<file path="config.mk">
export PLATFORM = sky130hd
export DESIGN_NAME = pdt_timer
export DESIGN_NICKNAME = d
export VERILOG_FILES = /design/src/rtl/pdt_pkg.sv /design/src/rtl/pdt_prescale.sv /design/src/rtl/pdt_counter.sv /design/src/rtl/pdt_regs.sv /design/src/rtl/pdt_timer.sv
export SDC_FILE = /design/constraint.sdc
export NUM_CORES = 1
export LEC_CHECK = 0
export BUFFER_PORTS_ARGS = -buffer_cell sky130_fd_sc_hd__buf_2
export CORE_UTILIZATION = 30
export CTS_BUF_LIST = sky130_fd_sc_hd__clkbuf_4 sky130_fd_sc_hd__clkbuf_8 sky130_fd_sc_hd__clkbuf_16
export DETAILED_ROUTE_END_ITERATION = 8
export PLACE_DENSITY = 0.49
export REMOVE_ABC_BUFFERS = 1
export SKIP_CTS_REPAIR_TIMING = 1
export SKIP_LAST_GASP = 1
export SLEW_MARGIN = 40
export SYNTH_ARGS = -nofsm -noshare
export SYNTH_HDL_FRONTEND = slang
export SYNTH_HIERARCHICAL = 1
export SYNTH_SLANG_ARGS = --single-unit
export TNS_END_PERCENT = 20
</file>
<file path="constraint.sdc">
create_clock -name clk -period 3.2 [get_ports clk]
set_input_delay 0.16 -clock clk [delete_from_list [all_inputs] [get_ports clk]]
set_output_delay 0.16 -clock clk [all_outputs]
set_load 0.005 [all_outputs]
</file>
<file path="src/rtl/pdt_pkg.sv">
// Package: shared constants for the periodic down-counter timer.
// Assumes a 32-bit data bus and a 3-bit word address.
package pdt_pkg;
    localparam int DATA_W   = 32;
    localparam int ADDR_W   = 3;
    localparam int PRE_W    = 12;
    localparam int SRC_W    = 2;
    // control bit positions
    localparam int B_EN     = 0;
    localparam int B_ENMODE = 1;
    localparam int B_IE     = 2;
    localparam int B_RELOAD = 3;
    localparam int B_SWR    = 4;
    localparam int B_OVW    = 5;
    localparam int PRE_LSB  = 10;
    localparam int SRC_LSB  = PRE_LSB + PRE_W;
    localparam int CTRL_W   = SRC_LSB + SRC_W + 2;
    // control bits that survive a software reset: 0, 1, 6..9
    localparam logic [CTRL_W-1:0] RETAIN = CTRL_W'(32'h0000_03C3);
    // word offsets
    localparam logic [ADDR_W-1:0] A_CTRL = 3'd0;
    localparam logic [ADDR_W-1:0] A_STAT = 3'd1;
    localparam logic [ADDR_W-1:0] A_LOAD = 3'd2;
    localparam logic [ADDR_W-1:0] A_CMP  = 3'd3;
    localparam logic [ADDR_W-1:0] A_CNT  = 3'd4;
endpackage

</file>
<file path="src/rtl/pdt_prescale.sv">
// Module: tick source select and divide-by-(N+1) prescaler.
// Assumes tick inputs are single-cycle enables synchronous to clk.
module pdt_prescale
    import pdt_pkg::*;
(
    input  logic             clk,
    input  logic             rst_n,
    input  logic             en,
    input  logic [SRC_W-1:0] src,
    input  logic [PRE_W-1:0] presc,
    input  logic             tick_a,
    input  logic             tick_b,
    input  logic             tick_c,
    output logic             ptick
);
    logic [PRE_W-1:0] pre_cnt;
    logic [3:0]       tick_vec;
    logic             sel_tick;
    logic             active;

    // pick the tick input named by the source code
    always_comb begin
        tick_vec = {tick_c, tick_b, tick_a, 1'b0};
        sel_tick = tick_vec[src];
        active   = en && (src != '0);
        ptick    = active && sel_tick && (pre_cnt >= presc);
    end

    // count selected ticks, restart on each output tick or when idle
    always_ff @(posedge clk) begin
        if (!rst_n || !active)
            pre_cnt <= '0;
        else if (sel_tick)
            pre_cnt <= ptick ? '0 : pre_cnt + 1'b1;
    end

    // divider restarts after each prescaled tick
    a_r4_restart: assert property (@(posedge clk) disable iff (!rst_n)
        ptick |=> (pre_cnt == '0));
    // a selected tick below the limit advances the divider by one
    a_r4_advance: assert property (@(posedge clk) disable iff (!rst_n)
        (active && sel_tick && !ptick) |=> (pre_cnt == $past(pre_cnt) + 1'b1));
    // no source or disabled keeps the divider at zero
    a_r3_idle: assert property (@(posedge clk) disable iff (!rst_n)
        !active |=> (pre_cnt == '0));
endmodule

</file>
<file path="src/rtl/pdt_counter.sv">
// Module: 32-bit down counter with reload/wrap and compare match.
// Assumes force_ld outranks ptick; match is reported only on a real step.
module pdt_counter
    import pdt_pkg::*;
(
    input  logic              clk,
    input  logic              rst_n,
    input  logic              ptick,
    input  logic              force_ld,
    input  logic [DATA_W-1:0] force_val,
    input  logic              reload_en,
    input  logic [DATA_W-1:0] load_val,
    input  logic [DATA_W-1:0] cmp_val,
    output logic [DATA_W-1:0] cnt,
    output logic              match
);
    logic [DATA_W-1:0] nxt;

    // value after one step: decrement, or reload/wrap from zero
    always_comb begin
        if (cnt == '0)
            nxt = reload_en ? load_val : '1;
        else
            nxt = cnt - 1'b1;
        match = ptick && !force_ld && (nxt == cmp_val);
    end

    // counter register with forced load taking priority over a step
    always_ff @(posedge clk) begin
        if (!rst_n)
            cnt <= '0;
        else if (force_ld)
            cnt <= force_val;
        else if (ptick)
            cnt <= nxt;
    end

    // nonzero step decrements
    a_r7_decrement: assert property (@(posedge clk) disable iff (!rst_n)
        (ptick && !force_ld && cnt != '0) |=> (cnt == $past(cnt) - 1'b1));
    // free-run wrap from zero
    a_r7_wrap: assert property (@(posedge clk) disable iff (!rst_n)
        (ptick && !force_ld && cnt == '0 && !reload_en) |=> (&cnt));
    // reload from zero
    a_r7_reload: assert property (@(posedge clk) disable iff (!rst_n)
        (ptick && !force_ld && cnt == '0 && reload_en) |=> (cnt == $past(load_val)));
    // without a step or a forced load the count holds
    a_r3_hold: assert property (@(posedge clk) disable iff (!rst_n)
        (!ptick && !force_ld) |=> $stable(cnt));
    // a forced load lands in the next cycle
    a_r8_force: assert property (@(posedge clk) disable iff (!rst_n)
        force_ld |=> (cnt == $past(force_val)));
endmodule

</file>
<file path="src/rtl/pdt_regs.sv">
// Module: register file, bus decode, compare flag and interrupt mask.
// Assumes one bus access per cycle; read data is combinational on addr.
module pdt_regs
    import pdt_pkg::*;
(
    input  logic              clk,
    input  logic              rst_n,
    input  logic              wr_en,
    input  logic [ADDR_W-1:0] addr,
    input  logic [DATA_W-1:0] wdata,
    input  logic [DATA_W-1:0] cnt,
    input  logic              match,
    output logic [DATA_W-1:0] rdata,
    output logic              irq,
    output logic              en,
    output logic              reload_en,
    output logic [SRC_W-1:0]  src,
    output logic [PRE_W-1:0]  presc,
    output logic [DATA_W-1:0] load_q,
    output logic [DATA_W-1:0] cmp_q,
    output logic              force_ld,
    output logic [DATA_W-1:0] force_val
);
    logic [CTRL_W-1:0] ctrl_q;
    logic              flag_q;
    logic wr_ctrl, wr_stat, wr_load, wr_cmp;
    logic swr_hit, start_hit, ovw_hit, set_flag;

    // decode writes and derive counter load commands
    always_comb begin
        wr_ctrl   = wr_en && (addr == A_CTRL);
        wr_stat   = wr_en && (addr == A_STAT);
        wr_load   = wr_en && (addr == A_LOAD);
        wr_cmp    = wr_en && (addr == A_CMP);
        swr_hit   = wr_ctrl && wdata[B_SWR];
        start_hit = wr_ctrl && !swr_hit && wdata[B_EN] && !ctrl_q[B_EN]
                    && wdata[B_ENMODE];
        ovw_hit   = wr_load && ctrl_q[B_OVW];
        force_ld  = swr_hit || start_hit || ovw_hit;
        if (swr_hit)
            force_val = '0;
        else if (start_hit)
            force_val = wdata[B_RELOAD] ? load_q : '1;
        else
            force_val = wdata;
        set_flag  = match && ctrl_q[B_EN] && ctrl_q[B_IE];
    end

    // split control fields out for the datapath
    always_comb begin
        en        = ctrl_q[B_EN];
        reload_en = ctrl_q[B_RELOAD];
        src       = ctrl_q[SRC_LSB +: SRC_W];
        presc     = ctrl_q[PRE_LSB +: PRE_W];
        irq       = flag_q && ctrl_q[B_EN] && ctrl_q[B_IE];
    end

    // control register, with retention on software reset
    always_ff @(posedge clk) begin
        if (!rst_n)
            ctrl_q <= '0;
        else if (wr_ctrl)
            ctrl_q <= swr_hit ? (wdata[CTRL_W-1:0] & RETAIN) : wdata[CTRL_W-1:0];
    end

    // load and compare registers
    always_ff @(posedge clk) begin
        if (!rst_n || swr_hit) begin
            load_q <= '1;
            cmp_q  <= '0;
        end else begin
            if (wr_load) load_q <= wdata;
            if (wr_cmp)  cmp_q  <= wdata;
        end
    end

    // sticky compare flag: set wins over a same-cycle clear
    always_ff @(posedge clk) begin
        if (!rst_n || swr_hit)
            flag_q <= 1'b0;
        else if (set_flag)
            flag_q <= 1'b1;
        else if (wr_stat && wdata[0])
            flag_q <= 1'b0;
    end

    // read mux, unmapped offsets return zero
    always_comb begin
        case (addr)
            A_CTRL:  rdata = DATA_W'(ctrl_q);
            A_STAT:  rdata = DATA_W'(flag_q);
            A_LOAD:  rdata = load_q;
            A_CMP:   rdata = cmp_q;
            A_CNT:   rdata = cnt;
            default: rdata = '0;
        endcase
    end

    // a clear with no concurrent set empties the flag
    a_r5_clear: assert property (@(posedge clk) disable iff (!rst_n)
        (wr_stat && wdata[0] && !match) |=> !flag_q);
    // software reset values and retained control bits
    a_r10_swr: assert property (@(posedge clk) disable iff (!rst_n)
        swr_hit |=> ((&load_q) && cmp_q == '0 && !flag_q
                     && ctrl_q == ($past(wdata[CTRL_W-1:0]) & RETAIN)));
    // a plain control write stores the low bits
    a_r2_store: assert property (@(posedge clk) disable iff (!rst_n)
        (wr_ctrl && !swr_hit) |=> (ctrl_q == $past(wdata[CTRL_W-1:0])));
    // the flag only rises after a gated match
    a_r11_gate: assert property (@(posedge clk) disable iff (!rst_n)
        $rose(flag_q) |-> $past(match && ctrl_q[B_EN] && ctrl_q[B_IE]));
endmodule

</file>
<file path="src/rtl/pdt_timer.sv">
// Module: top of the periodic down-counter timer with compare.
// Assumes a synchronous active-low reset and ticks synchronous to clk.
module pdt_timer
    import pdt_pkg::*;
(
    input  logic              clk,
    input  logic              rst_n,
    input  logic              wr_en,
    input  logic [ADDR_W-1:0] addr,
    input  logic [DATA_W-1:0] wdata,
    output logic [DATA_W-1:0] rdata,
    input  logic              tick_a,
    input  logic              tick_b,
    input  logic              tick_c,
    output logic              irq
);
    logic              en, reload_en, ptick, match, force_ld;
    logic [SRC_W-1:0]  src;
    logic [PRE_W-1:0]  presc;
    logic [DATA_W-1:0] load_q, cmp_q, cnt, force_val;

    pdt_regs u_regs (
        .clk(clk), .rst_n(rst_n), .wr_en(wr_en), .addr(addr), .wdata(wdata),
        .cnt(cnt), .match(match), .rdata(rdata), .irq(irq), .en(en),
        .reload_en(reload_en), .src(src), .presc(presc), .load_q(load_q),
        .cmp_q(cmp_q), .force_ld(force_ld), .force_val(force_val)
    );

    pdt_prescale u_pre (
        .clk(clk), .rst_n(rst_n), .en(en), .src(src), .presc(presc),
        .tick_a(tick_a), .tick_b(tick_b), .tick_c(tick_c), .ptick(ptick)
    );

    pdt_counter u_cnt (
        .clk(clk), .rst_n(rst_n), .ptick(ptick), .force_ld(force_ld),
        .force_val(force_val), .reload_en(reload_en), .load_val(load_q),
        .cmp_val(cmp_q), .cnt(cnt), .match(match)
    );
endmodule

</file>
==> impl_metrics.csv, run 1 <==
group,metric,value,unit
run,max_cap_violations,0,
sta,finClkSkew,12.5,ps
setup_path,required,3570,ps
final_layout,final-instance-count-excl-fill,1763,
clocking,cts-buffers-inserted,17,
synthesis,synth_enable_flop_cells,0,
die,start_util,0.305,
setup_path,critical_path_end_type,"flip-flop",
final_layout,final_net_count,1411,
synthesis,synth_area,9330,µm²
global_route,global_route.overflow_total,0,
final_layout,flow.area_growth_from_synthesis,22.6,%
setup_path,worstPathMaxFanout,4,
synthesis,yosys_register_bits,135,
synthesis,synth-seq-area-share,0.290,
global_route,groute.layer.met1.usage,0.335,
placement,hpwl,27900,µm
route,initialDrtViolationCount,851,
final_layout,num-fill-cells,3267,
route,drt_pre_antenna_iters,5,
clocking,clock_tree.htree_level_count,4,
route,route.final.wire_length,38900,µm
synthesis,syn-instance-count,1238,
synthesis,asyncSetResetFlopFracSynth,0,
placement,detailedPlace.worstSlack,-73.8,ps
sta,rsz0062_at_grt,"true",
route,vias,9674,
clocking,tritoncts,"built",
global_route,grt_usage,0.248,
setup_path,critical_path_arrival,3550,ps
power_and_ir_drop,leakagePower,4.55,nW
die,floorplan.die_area,31800,µm²
min_path,hold_path_class,"input pin to flip-flop",
final_layout,ff_latch_area,2700,µm²
die,die-width,178,µm
sta,fmax,315,MHz
route,detail-route-antenna-nets,0,
outcome,failed_checks,"hold timing",
synthesis,yosys.cell_types.count,80,
clocking,clockRootBuffer,"clkbuf_16",
final_layout,layout_cells_sized_above_1,0.208,
placement,placement.io_buffers,73,
global_route,initial_antenna_violation_count,0,
global_route,maximum_number_of_pins_on_one_net_before_global_route_repair,53,
global_route,number_of_global_route_vias_before_repair,9347,
die,vert_die_dim,178,µm
clocking,clock_latency,440,ps
placement,finalWeightedCongestion,0.961,
clocking,cts_num_sinks,135,
power_and_ir_drop,power_per_cell_area,449,nW/µm²
die,std_cell_rows,64,
setup_path,kind_of_start_point_of_the_critical_path,"flip-flop",
die,placeableCoreArea,30600,µm²
clocking,worst_setup_hold_path_clk_slew,60,ps
sta,final.min_clock_period,3180,ps
global_route,use_met2,0.404,
route,post-route-drc-count,0,
route,drt-vias-per-instance,5.49,
sta,setup_viol_count_final,0,
sta,layout_worst_path_cycle_share,0.994,
sta,postLayoutSetupSlackWorst,20.8,ps
sta,max_slew_margin,0.478,
sta,timing.setup.tns,0,ps
final_layout,antennaDiodeCount,0,
synthesis,yosysWarningCount,6,
sta,timing_max_transition_violations_final,0,
clocking,max-clock-path-buffers,2,
power_and_ir_drop,power,5.14,mW
synthesis,prevailing_post_synth_register_cell,"dfxtp_1",
global_route,busiest_layer,"met2",
final_layout,multi_input_comb_area,6040,µm²
sta,report.final.hold_viol_count,2,
placement,number_of_placed_cells_counting_well_taps,1718,
die,io-pin-count,74,
power_and_ir_drop,ir_worst_vdd,0.000325,V
outcome,run_status,"finished with violations",
route,detail_route.wl_per_cell,22.0,µm
global_route,global_route_wire_length_before_repair,58800,µm
setup_path,worstSetupPathType,"flip-flop to flip-flop",
sta,post_route_worst_hold_slack,-2.14,ps
synthesis,syn-mean-instance-area,7.54,µm²
global_route,grt_use_met3,0.0362,
sta,worst_pin_slew,782,ps
## worst max-delay path: stages (launching register included)
cell and delay [ps]:
dfxtp_2 340, or4_4 570, nor3_4 240, buf_4 170
nand3_4 90, or3_4 350, nand3_2 110, nand4_1 160
nor4_2 320, buf_4 160, nand4_1 100, nor4_2 250
nand3_1 120, a21oi_2 120
## path summary, 6_finish.rpt
| path | start | endpoint | slack (ps) | cells after the start |
|---|---|---|---|---|
| worst max-delay path | u_cnt/cnt[5]$_SDFFE_PN0P_ | u_regs/flag_q$_SDFFE_PP0P_ | 20 | 13 |
| worst min-delay path | wdata[19] | u_regs/load_q[19]$_SDFFE_PP1N_ | -2 | 3 |
| worst max register to register | u_cnt/cnt[5]$_SDFFE_PN0P_ | u_regs/flag_q$_SDFFE_PP0P_ | 20 | 13 |
| worst min register to register | u_regs/ctrl_q[8]$_SDFFE_PN0N_ | u_regs/ctrl_q[8]$_SDFFE_PN0N_ | 460 | 2 |
## flip-flops by register name, summed over array words and instances (netlist names)
signal and cells:
u_regs/cmp_q 32, u_pre/pre_cnt 12, u_cnt/cnt 32, u_regs/ctrl_q 26, u_regs/load_q 32, u_regs/flag_q 1
## cell families after synthesis
family / synth area share
xor gates and xnor gates: 0.0497
and+or+nand+nor: 0.270
muxes: 0.0499
buffers and inverters: 0.0753
AOI/OAI and AO/OA: 0.246
adders and majority gates: 0.0201
DFF: 0.290
## routing by layer
layer | vias up | wire length [µm]
met3 | 57 | 1940
met4 | 0 | 918
li1 | 4633 | -
met5 | - | 0
met2 | 315 | 18000
met1 | 4669 | 18000
## where the power goes
group	total (mW)	switching, mW	internal, mW
sequential	1.77	0.0500	1.72
combinational	1.18	0.703	0.473
clock	2.20	0.863	1.33
## synthesized netlist by cell type (4+ instances only)
master,count,area [µm²]
nand2_1,241,905
dfxtp_1,135,2700
a21oi_1,98,490
nor2_1,74,278
o2bb2ai_1,56,490
o21ai_0,55,275
clkbuf_1,51,191
nand3_1,50,250
mux2i_1,44,440
inv_1,40,150
buf_2,31,155
xor2_1,28,245
nor3_1,25,125
xnor2_1,25,219
a22o_1,24,210
nand4_1,19,119
buf_4,16,120
ha_1,15,188
a211oi_1,14,105
and2_1,13,81.3
a21oi_2,11,96.3
o22ai_1,11,68.8
nor3_2,10,100
nor4_1,8,50.1
or3_1,8,50.1
buf_6,7,78.8
a21boi_0,6,45.0
and3_1,6,37.5
and4_1,6,52.6
nand2b_1,6,37.5
nor2b_1,6,37.5
nor3b_1,6,45.0
o31ai_1,6,45.0
a221oi_1,5,43.8
a31oi_1,5,31.3
o211ai_1,5,37.5
o21ai_1,4,20.0
o221ai_1,4,35.0
## per-stage QoR
stage                     area [µm²]  utilization
after floorplan                 8780            -
after global placement         10600        0.347
after detailed placement       10600        0.347
after CTS                      11200        0.367
after global routing           11400        0.374
final                          11400        0.374
## cell usage in the layout, fill, tap and decap left out, types with 14 or more instances in the layout
cell,n
a211oi_1,14
a21oi_1,97
a22o_1,24
buf_2,73
buf_4,118
clkbuf_16,17
dfxtp_1,134
ha_1,15
inv_1,40
mux2i_1,44
nand2_1,241
nand3_1,48
nand4_1,19
nor2_1,73
nor3_1,24
o21ai_0,55
o2bb2ai_1,56
xnor2_1,25
xor2_1,28
## area by class of cell
class | instances | area share
multi-input combinational | 956 | 0.528
clock buffer | 18 | 0.0384
tap | 396 | 0.0433
sequential | 135 | 0.236
timing repair buffer | 204 | 0.124
inverter | 41 | 0.0134
clock inverter | 13 | 0.0171
(Power assumes the default switching activity.)
==> run 2, diff against run 1 <==
--- a/config.mk
+++ b/config.mk
@@ -5,12 +5,13 @@
 export SDC_FILE = /design/constraint.sdc
 export NUM_CORES = 1
 export LEC_CHECK = 0
+export ABC_CLOCK_PERIOD_IN_PS = 3200
 export BUFFER_PORTS_ARGS = -buffer_cell sky130_fd_sc_hd__buf_2
 export CORE_UTILIZATION = 30
 export CTS_BUF_LIST = sky130_fd_sc_hd__clkbuf_4 sky130_fd_sc_hd__clkbuf_8 sky130_fd_sc_hd__clkbuf_16
 export DETAILED_ROUTE_END_ITERATION = 8
-export PLACE_DENSITY = 0.49
 export REMOVE_ABC_BUFFERS = 1
+export SETUP_SLACK_MARGIN = 0.1
 export SKIP_CTS_REPAIR_TIMING = 1
 export SKIP_LAST_GASP = 1
 export SLEW_MARGIN = 40
==> run 2 against run 1 <==
  * The flow still finishes with violations (hold timing)
  * Combinational power hardly changed
  * Flip-flop and latch count stayed put
  * Power is 0.72% higher
  * Clock power hardly changed
  * Critical endpoint unchanged
  * Largest cell class unchanged
  * Critical path type unchanged
  * Clock skew is 1.9 ps higher
  * Core utilization is 0.061 points lower
  * Cell count is 0.74% lower
  * Worst setup slack better by 53 ps
==> impl_metrics.csv, run 2 (synthesis gave the netlist of run 1 again) <==
group,metric,value,unit
final_layout,layout.cells.most_common_list,"nand2_1 (241), dfxtp_1 (134), buf_4 (110), a21oi_1 (98), buf_2 (74)",
sta,post_route_worst_hold_slack,-23.0,ps
power_and_ir_drop,power,5.18,mW
sta,worst_pin_slew,752,ps
final_layout,layout_cells_sized_above_1,0.216,
sta,setup_viol_count_final,0,
die,start_util,0.305,
run,max_cap_violations,0,
route,route.final.wire_length,37400,µm
setup_path,critical_path_arrival,3500,ps
setup_path,timing.critical_path.to,"u_regs/flag_q$_SDFFE_PP0P_",
clocking,worst_setup_hold_path_clk_slew,60,ps
clocking,cts-buffers-inserted,17,
die,std_cell_rows,64,
global_route,number_of_global_route_vias_before_repair,9360,
route,vias,9748,
route,post-route-drc-count,0,
final_layout,final-instance-count-excl-fill,1750,
route,initialDrtViolationCount,896,
min_path,hold_path_class,"input pin to flip-flop",
sta,postLayoutSetupSlackWorst,74.2,ps
placement,dpl-instance-area,10500,µm²
final_layout,antennaDiodeCount,0,
route,drt-vias-per-instance,5.57,
power_and_ir_drop,leakagePower,4.50,nW
setup_path,crit_chain,"or4_4 -> or2_4 -> nor4_4 -> nand2_4 -> nor2_4 -> mux2i_1 -> o21ai_1 -> or3_1 -> nor4_2 -> nand3_1 -> a21oi_2",
power_and_ir_drop,p_seq_frac,0.342,
final_layout,final_net_count,1398,
sta,finClkSkew,14.4,ps
clocking,cts_num_sinks,135,
route,drt_pre_antenna_iters,5,
power_and_ir_drop,power_per_cell_area,453,nW/µm²
power_and_ir_drop,comb_power_share,0.229,
power_and_ir_drop,switching_share,0.304,
sta,timing_max_transition_violations_final,0,
sta,rsz0062_at_grt,"true",
sta,final.min_clock_period,3130,ps
clocking,clockRootBuffer,"clkbuf_16",
placement,hpwl,26900,µm
setup_path,critical-path-slowest-cell,"or4_4",
global_route,global_route.overflow_total,0,
setup_path,max_stage_delay,540,ps
sta,fmax,320,MHz
clocking,clock_latency,440,ps
final_layout,mostFrequentLayoutCell,"nand2_1",
outcome,run_status,"finished with violations",
clocking,max-clock-path-buffers,2,
die,io-pin-count,74,
route,detail_route.wl_per_cell,21.4,µm
power_and_ir_drop,ir_worst_vdd,0.000398,V
setup_path,required,3570,ps
route,detail-route-antenna-nets,0,
die,placeableCoreArea,30600,µm²
setup_path,worstPathMaxFanout,8,
sta,max_slew_margin,0.498,
outcome,failed_checks,"hold timing",
final_layout,num-fill-cells,3211,
setup_path,endpoint_of_the_worst_register_to_register_path,"u_regs/flag_q$_SDFFE_PP0P_",
die,die-width,178,µm
global_route,maximum_number_of_pins_on_one_net_before_global_route_repair,51,
setup_path,worstReg2RegStart,"u_cnt/cnt[24]$_SDFFE_PN0P_",
placement,number_of_placed_cells_counting_well_taps,1704,
setup_path,worst_reg2reg_setup_slack,70,ps
power_and_ir_drop,internal_dissipation,3.60,mW
placement,detailedPlace.worstSlack,16.5,ps
final_layout,flow.area_growth_from_synthesis,22.4,%
setup_path,critical_path_end_type,"flip-flop",
setup_path,kind_of_start_point_of_the_critical_path,"flip-flop",
clocking,clock_tree.htree_level_count,4,
setup_path,worstSetupStartpoint,"u_cnt/cnt[24]$_SDFFE_PN0P_",
global_route,global_route_wire_length_before_repair,57200,µm
min_path,timing.hold.worst.start,"wdata[29]",
sta,layout_worst_path_cycle_share,0.977,
setup_path,rr_worst_depth,11,
final_layout,final_design_area_no_fill,11400,µm²
power_and_ir_drop,total_switching_power,1.58,mW
power_and_ir_drop,clockPowerShare,0.429,
global_route,grt_usage,0.238,
global_route,initial_antenna_violation_count,1,
die,floorplan.die_area,31800,µm²
die,vert_die_dim,178,µm
placement,finalWeightedCongestion,0.999,
clocking,tritoncts,"built",
final_layout,largestRegisters,"u_cnt/cnt x32, u_regs/cmp_q x32, u_regs/load_q x32",
placement,placement.io_buffers,73,
setup_path,worstSetupPathType,"flip-flop to flip-flop",
sta,report.final.hold_viol_count,18,
## run 2: layout make-up
cell class / instances / area, µm² / area share
Multi-Input combinational cell: 956 / 6140 / 0.537
Clock inverter: 12 / 200 / 0.0175
Inverter: 41 / 154 / 0.0135
Clock buffer: 19 / 447 / 0.0391
Timing Repair Buffer: 191 / 1290 / 0.113
Sequential cell: 135 / 2700 / 0.237
Tap cell: 396 / 495 / 0.0434
## run 2: critical path: cells and delay by family, from the launching register on
| family | cells | cell delay (ps) |
|---|---|---|
| simple gates | 8 | 2330 |
| flops | 1 | 310 |
| compound gates | 2 | 230 |
| mux | 1 | 200 |
## run 2: how the worst min path moves through the flow
stage / endpoint / slack [ps] / cells after the start
3_5_place_dp: u_regs/load_q[27]$_SDFFE_PP1N_ / 420 / 3
6_report: u_regs/load_q[29]$_SDFFE_PP1N_ / -20 / 3
5_1_grt: u_regs/cmp_q[6]$_SDFFE_PP0P_ / 1 / 3
2_1_floorplan: u_cnt/cnt[16]$_SDFFE_PN0P_ / 280 / 1
4_1_cts: u_regs/load_q[31]$_SDFFE_PP1N_ / -40 / 3
3_3_place_gp: u_regs/load_q[29]$_SDFFE_PP1N_ / 410 / 3
## run 2: power by group through the flow
stage	combinational [mW]	clock (mW)	sequential (mW)
global route	1.26	2.32	1.77
global placement	1.09	0	1.80
floorplan	0.591	0	1.79
CTS	1.10	2.25	1.77
detailed placement	1.09	0	1.81
finish	1.18	2.22	1.77
## run 2: metrics by stage
step	setup TNS [ps]	util	hold WS, ps
after floorplan	-29330	-	282
after global placement	0	0.343	406
after detailed placement	0	0.343	415
after CTS	-77.0	0.364	-42.1
after global routing	-45.9	0.373	1.40
final	0	0.373	-23.0
## run 2: per-layer routing
metal  up-vias  wire (µm)  GRT usage
met5         -          0          0
met4         0        971     0.0862
met3        60       2530     0.0439
met2       382      16900      0.375
met1      4684      17000      0.322
li1       4622          -          -
==> run 3, diff against run 2 <==
--- a/config.mk
+++ b/config.mk
@@ -11,7 +11,7 @@
 export CTS_BUF_LIST = sky130_fd_sc_hd__clkbuf_4 sky130_fd_sc_hd__clkbuf_8 sky130_fd_sc_hd__clkbuf_16
 export DETAILED_ROUTE_END_ITERATION = 8
 export REMOVE_ABC_BUFFERS = 1
-export SETUP_SLACK_MARGIN = 0.1
+export SETUP_SLACK_MARGIN = 0.2
 export SKIP_CTS_REPAIR_TIMING = 1
 export SKIP_LAST_GASP = 1
 export SLEW_MARGIN = 40
==> run 3 against run 2 <==
  * Critical path depth unchanged
  * First-iteration DRC count is 0.11% lower
  * Fmax barely moved
  * Combinational power about the same
  * Cell area about the same
  * Cell count unchanged
  * Flip-flop and latch count unchanged
  * Clock skew is essentially flat
  * Critical endpoint unchanged
  * The flow still finishes with violations (hold timing)
  * Non-clock buffer count is the same
  * Clock power is essentially flat
  * Count of clock-buffer cells in the layout is the same
  * Critical path type unchanged
  * Register-to-register slack about the same
==> impl_metrics.csv, run 3 (synthesis gave the netlist of run 1 again) <==
group,metric,value,unit
setup_path,max_stage_delay,540,ps
power_and_ir_drop,leakagePower,4.50,nW
placement,placement.io_buffers,73,
global_route,initial_antenna_violation_count,1,
clocking,cts_num_sinks,135,
setup_path,timing.critical_path.to,"u_regs/flag_q$_SDFFE_PP0P_",
setup_path,worstPathMaxFanout,8,
die,std_cell_rows,64,
placement,dpl-instance-area,10500,µm²
sta,max_slew_margin,0.498,
setup_path,rr_worst_depth,11,
global_route,maximum_number_of_pins_on_one_net_before_global_route_repair,51,
die,placeableCoreArea,30600,µm²
final_layout,layout.cells.most_common_list,"nand2_1 (241), dfxtp_1 (134), buf_4 (109), a21oi_1 (98), buf_2 (74)",
final_layout,flow.area_growth_from_synthesis,22.4,%
sta,layout_worst_path_cycle_share,0.977,
route,detail_route.wl_per_cell,21.4,µm
power_and_ir_drop,p_seq_frac,0.342,
global_route,global_route_wire_length_before_repair,57200,µm
power_and_ir_drop,internal_dissipation,3.60,mW
route,initialDrtViolationCount,895,
min_path,hold_path_class,"input pin to flip-flop",
clocking,cts-buffers-inserted,17,
route,route.final.wire_length,37400,µm
power_and_ir_drop,comb_power_share,0.229,
sta,worst_pin_slew,752,ps
setup_path,worstSetupStartpoint,"u_cnt/cnt[24]$_SDFFE_PN0P_",
die,vert_die_dim,178,µm
power_and_ir_drop,power,5.18,mW
setup_path,critical_path_arrival,3500,ps
setup_path,endpoint_of_the_worst_register_to_register_path,"u_regs/flag_q$_SDFFE_PP0P_",
power_and_ir_drop,ir_worst_vdd,0.000398,V
sta,timing.setup.tns,0,ps
final_layout,mostFrequentLayoutCell,"nand2_1",
power_and_ir_drop,switching_share,0.304,
placement,detailedPlace.worstSlack,16.5,ps
die,io-pin-count,74,
sta,report.final.hold_viol_count,17,
setup_path,crit_chain,"or4_4 -> or2_4 -> nor4_4 -> nand2_4 -> nor2_4 -> mux2i_1 -> o21ai_1 -> or3_1 -> nor4_2 -> nand3_1 -> a21oi_2",
final_layout,largestRegisters,"u_cnt/cnt x32, u_regs/cmp_q x32, u_regs/load_q x32",
setup_path,critical_path.n_buffers_inverters,0,
final_layout,antennaDiodeCount,0,
global_route,number_of_global_route_vias_before_repair,9360,
route,met2_wirelength,16900,µm
sta,finClkSkew,14.4,ps
route,drt_pre_antenna_iters,5,
power_and_ir_drop,clockPowerShare,0.429,
clocking,max-clock-path-buffers,2,
final_layout,num-fill-cells,3211,
power_and_ir_drop,total_switching_power,1.58,mW
setup_path,critical-path-top-delay-family,"simple AND/OR/NAND/NOR gates",
setup_path,required,3570,ps
route,maxUsedRoutingLayer,"met4",
global_route,grt_usage,0.238,
route,post-route-drc-count,0,
route,detail-route-antenna-nets,0,
global_route,global_route.overflow_total,0,
final_layout,layout_cells_sized_above_1,0.216,
sta,final.min_clock_period,3130,ps
clocking,clock_tree.htree_level_count,4,
clocking,worst_setup_hold_path_clk_slew,60,ps
final_layout,final_net_count,1398,
clocking,clock_latency,440,ps
setup_path,worstSetupPathType,"flip-flop to flip-flop",
sta,setup_viol_count_final,0,
route,met3_wirelength,2460,µm
route,vias,9751,
min_path,timing.hold.worst.start,"wdata[29]",
die,die-width,178,µm
setup_path,worst_reg2reg_setup_slack,70,ps
sta,post_route_worst_hold_slack,-22.7,ps
power_and_ir_drop,power_per_cell_area,453,nW/µm²
sta,timing_max_transition_violations_final,0,
outcome,run_status,"finished with violations",
final_layout,final_design_area_no_fill,11400,µm²
placement,hpwl,26900,µm
die,start_util,0.305,
setup_path,critical_path_end_type,"flip-flop",
route,drt-vias-per-instance,5.57,
setup_path,critical-path-slowest-cell,"or4_4",
placement,finalWeightedCongestion,0.999,
clocking,clockRootBuffer,"clkbuf_16",
sta,fmax,320,MHz
route,wl_met1,17100,µm
setup_path,kind_of_start_point_of_the_critical_path,"flip-flop",
outcome,failed_checks,"hold timing",
sta,rsz0062_at_grt,"true",
setup_path,worstSetupPathDepth,11,
setup_path,worstReg2RegStart,"u_cnt/cnt[24]$_SDFFE_PN0P_",
die,floorplan.die_area,31800,µm²
clocking,tritoncts,"built",
sta,postLayoutSetupSlackWorst,74.2,ps
run,max_cap_violations,0,
==> run 3: cell counts in the layout (fill, tap and decap cells not counted) <==
No cell type changed its count.
==> run 3: power by group through the flow <==
| stage | Sequential, mW | Combinational (mW) | Clock (mW) |
|---|---|---|---|
| finish | 1.77 | 1.18 | 2.22 |
| global route | 1.77 | 1.26 | 2.32 |
| CTS | 1.77 | 1.10 | 2.25 |
| detailed placement | 1.81 | 1.09 | 0 |
| global placement | 1.80 | 1.09 | 0 |
| floorplan | 1.79 | 0.591 | 0 |
==> run 3: how the worst min path moves through the flow <==
stage	to	slack, ps	cells after the start
floorplan	u_cnt/cnt[16]$_SDFFE_PN0P_	280	1
CTS	u_regs/load_q[31]$_SDFFE_PP1N_	-40	3
global placement	u_regs/load_q[29]$_SDFFE_PP1N_	410	3
detailed placement	u_regs/load_q[27]$_SDFFE_PP1N_	420	3
finish	u_regs/load_q[29]$_SDFFE_PP1N_	-20	3
global route	u_regs/cmp_q[6]$_SDFFE_PP0P_	1	3
==> run 3: worst min-delay path: stages <==
cell and delay (ps):
buf_2 100, nand2_1 50, nand3_1 70
==> run 3: through the flow <==
stage / cells / util
final: 1750 / 0.374
after detailed placement: 1704 / 0.343
after CTS: 1735 / 0.364
after floorplan: 1132 / -
after global routing: 1750 / 0.374
after global placement: 1704 / 0.343
==> run 3: cell type report <==
class	instances	area [µm²]	area share
well taps	396	495	0.0434
inverters	41	154	0.0135
multi-input cells	956	6140	0.537
clock inverters	12	200	0.0175
flip-flops and latches	135	2700	0.237
repair buffers	191	1290	0.113
clock buffers	19	447	0.0391
==> run 3: layer usage <==
layer	GRT usage	vias to the layer above
met5	0	-
met4	0.0862	0
met3	0.0439	62
met2	0.375	375
met1	0.322	4693
li1	-	4621
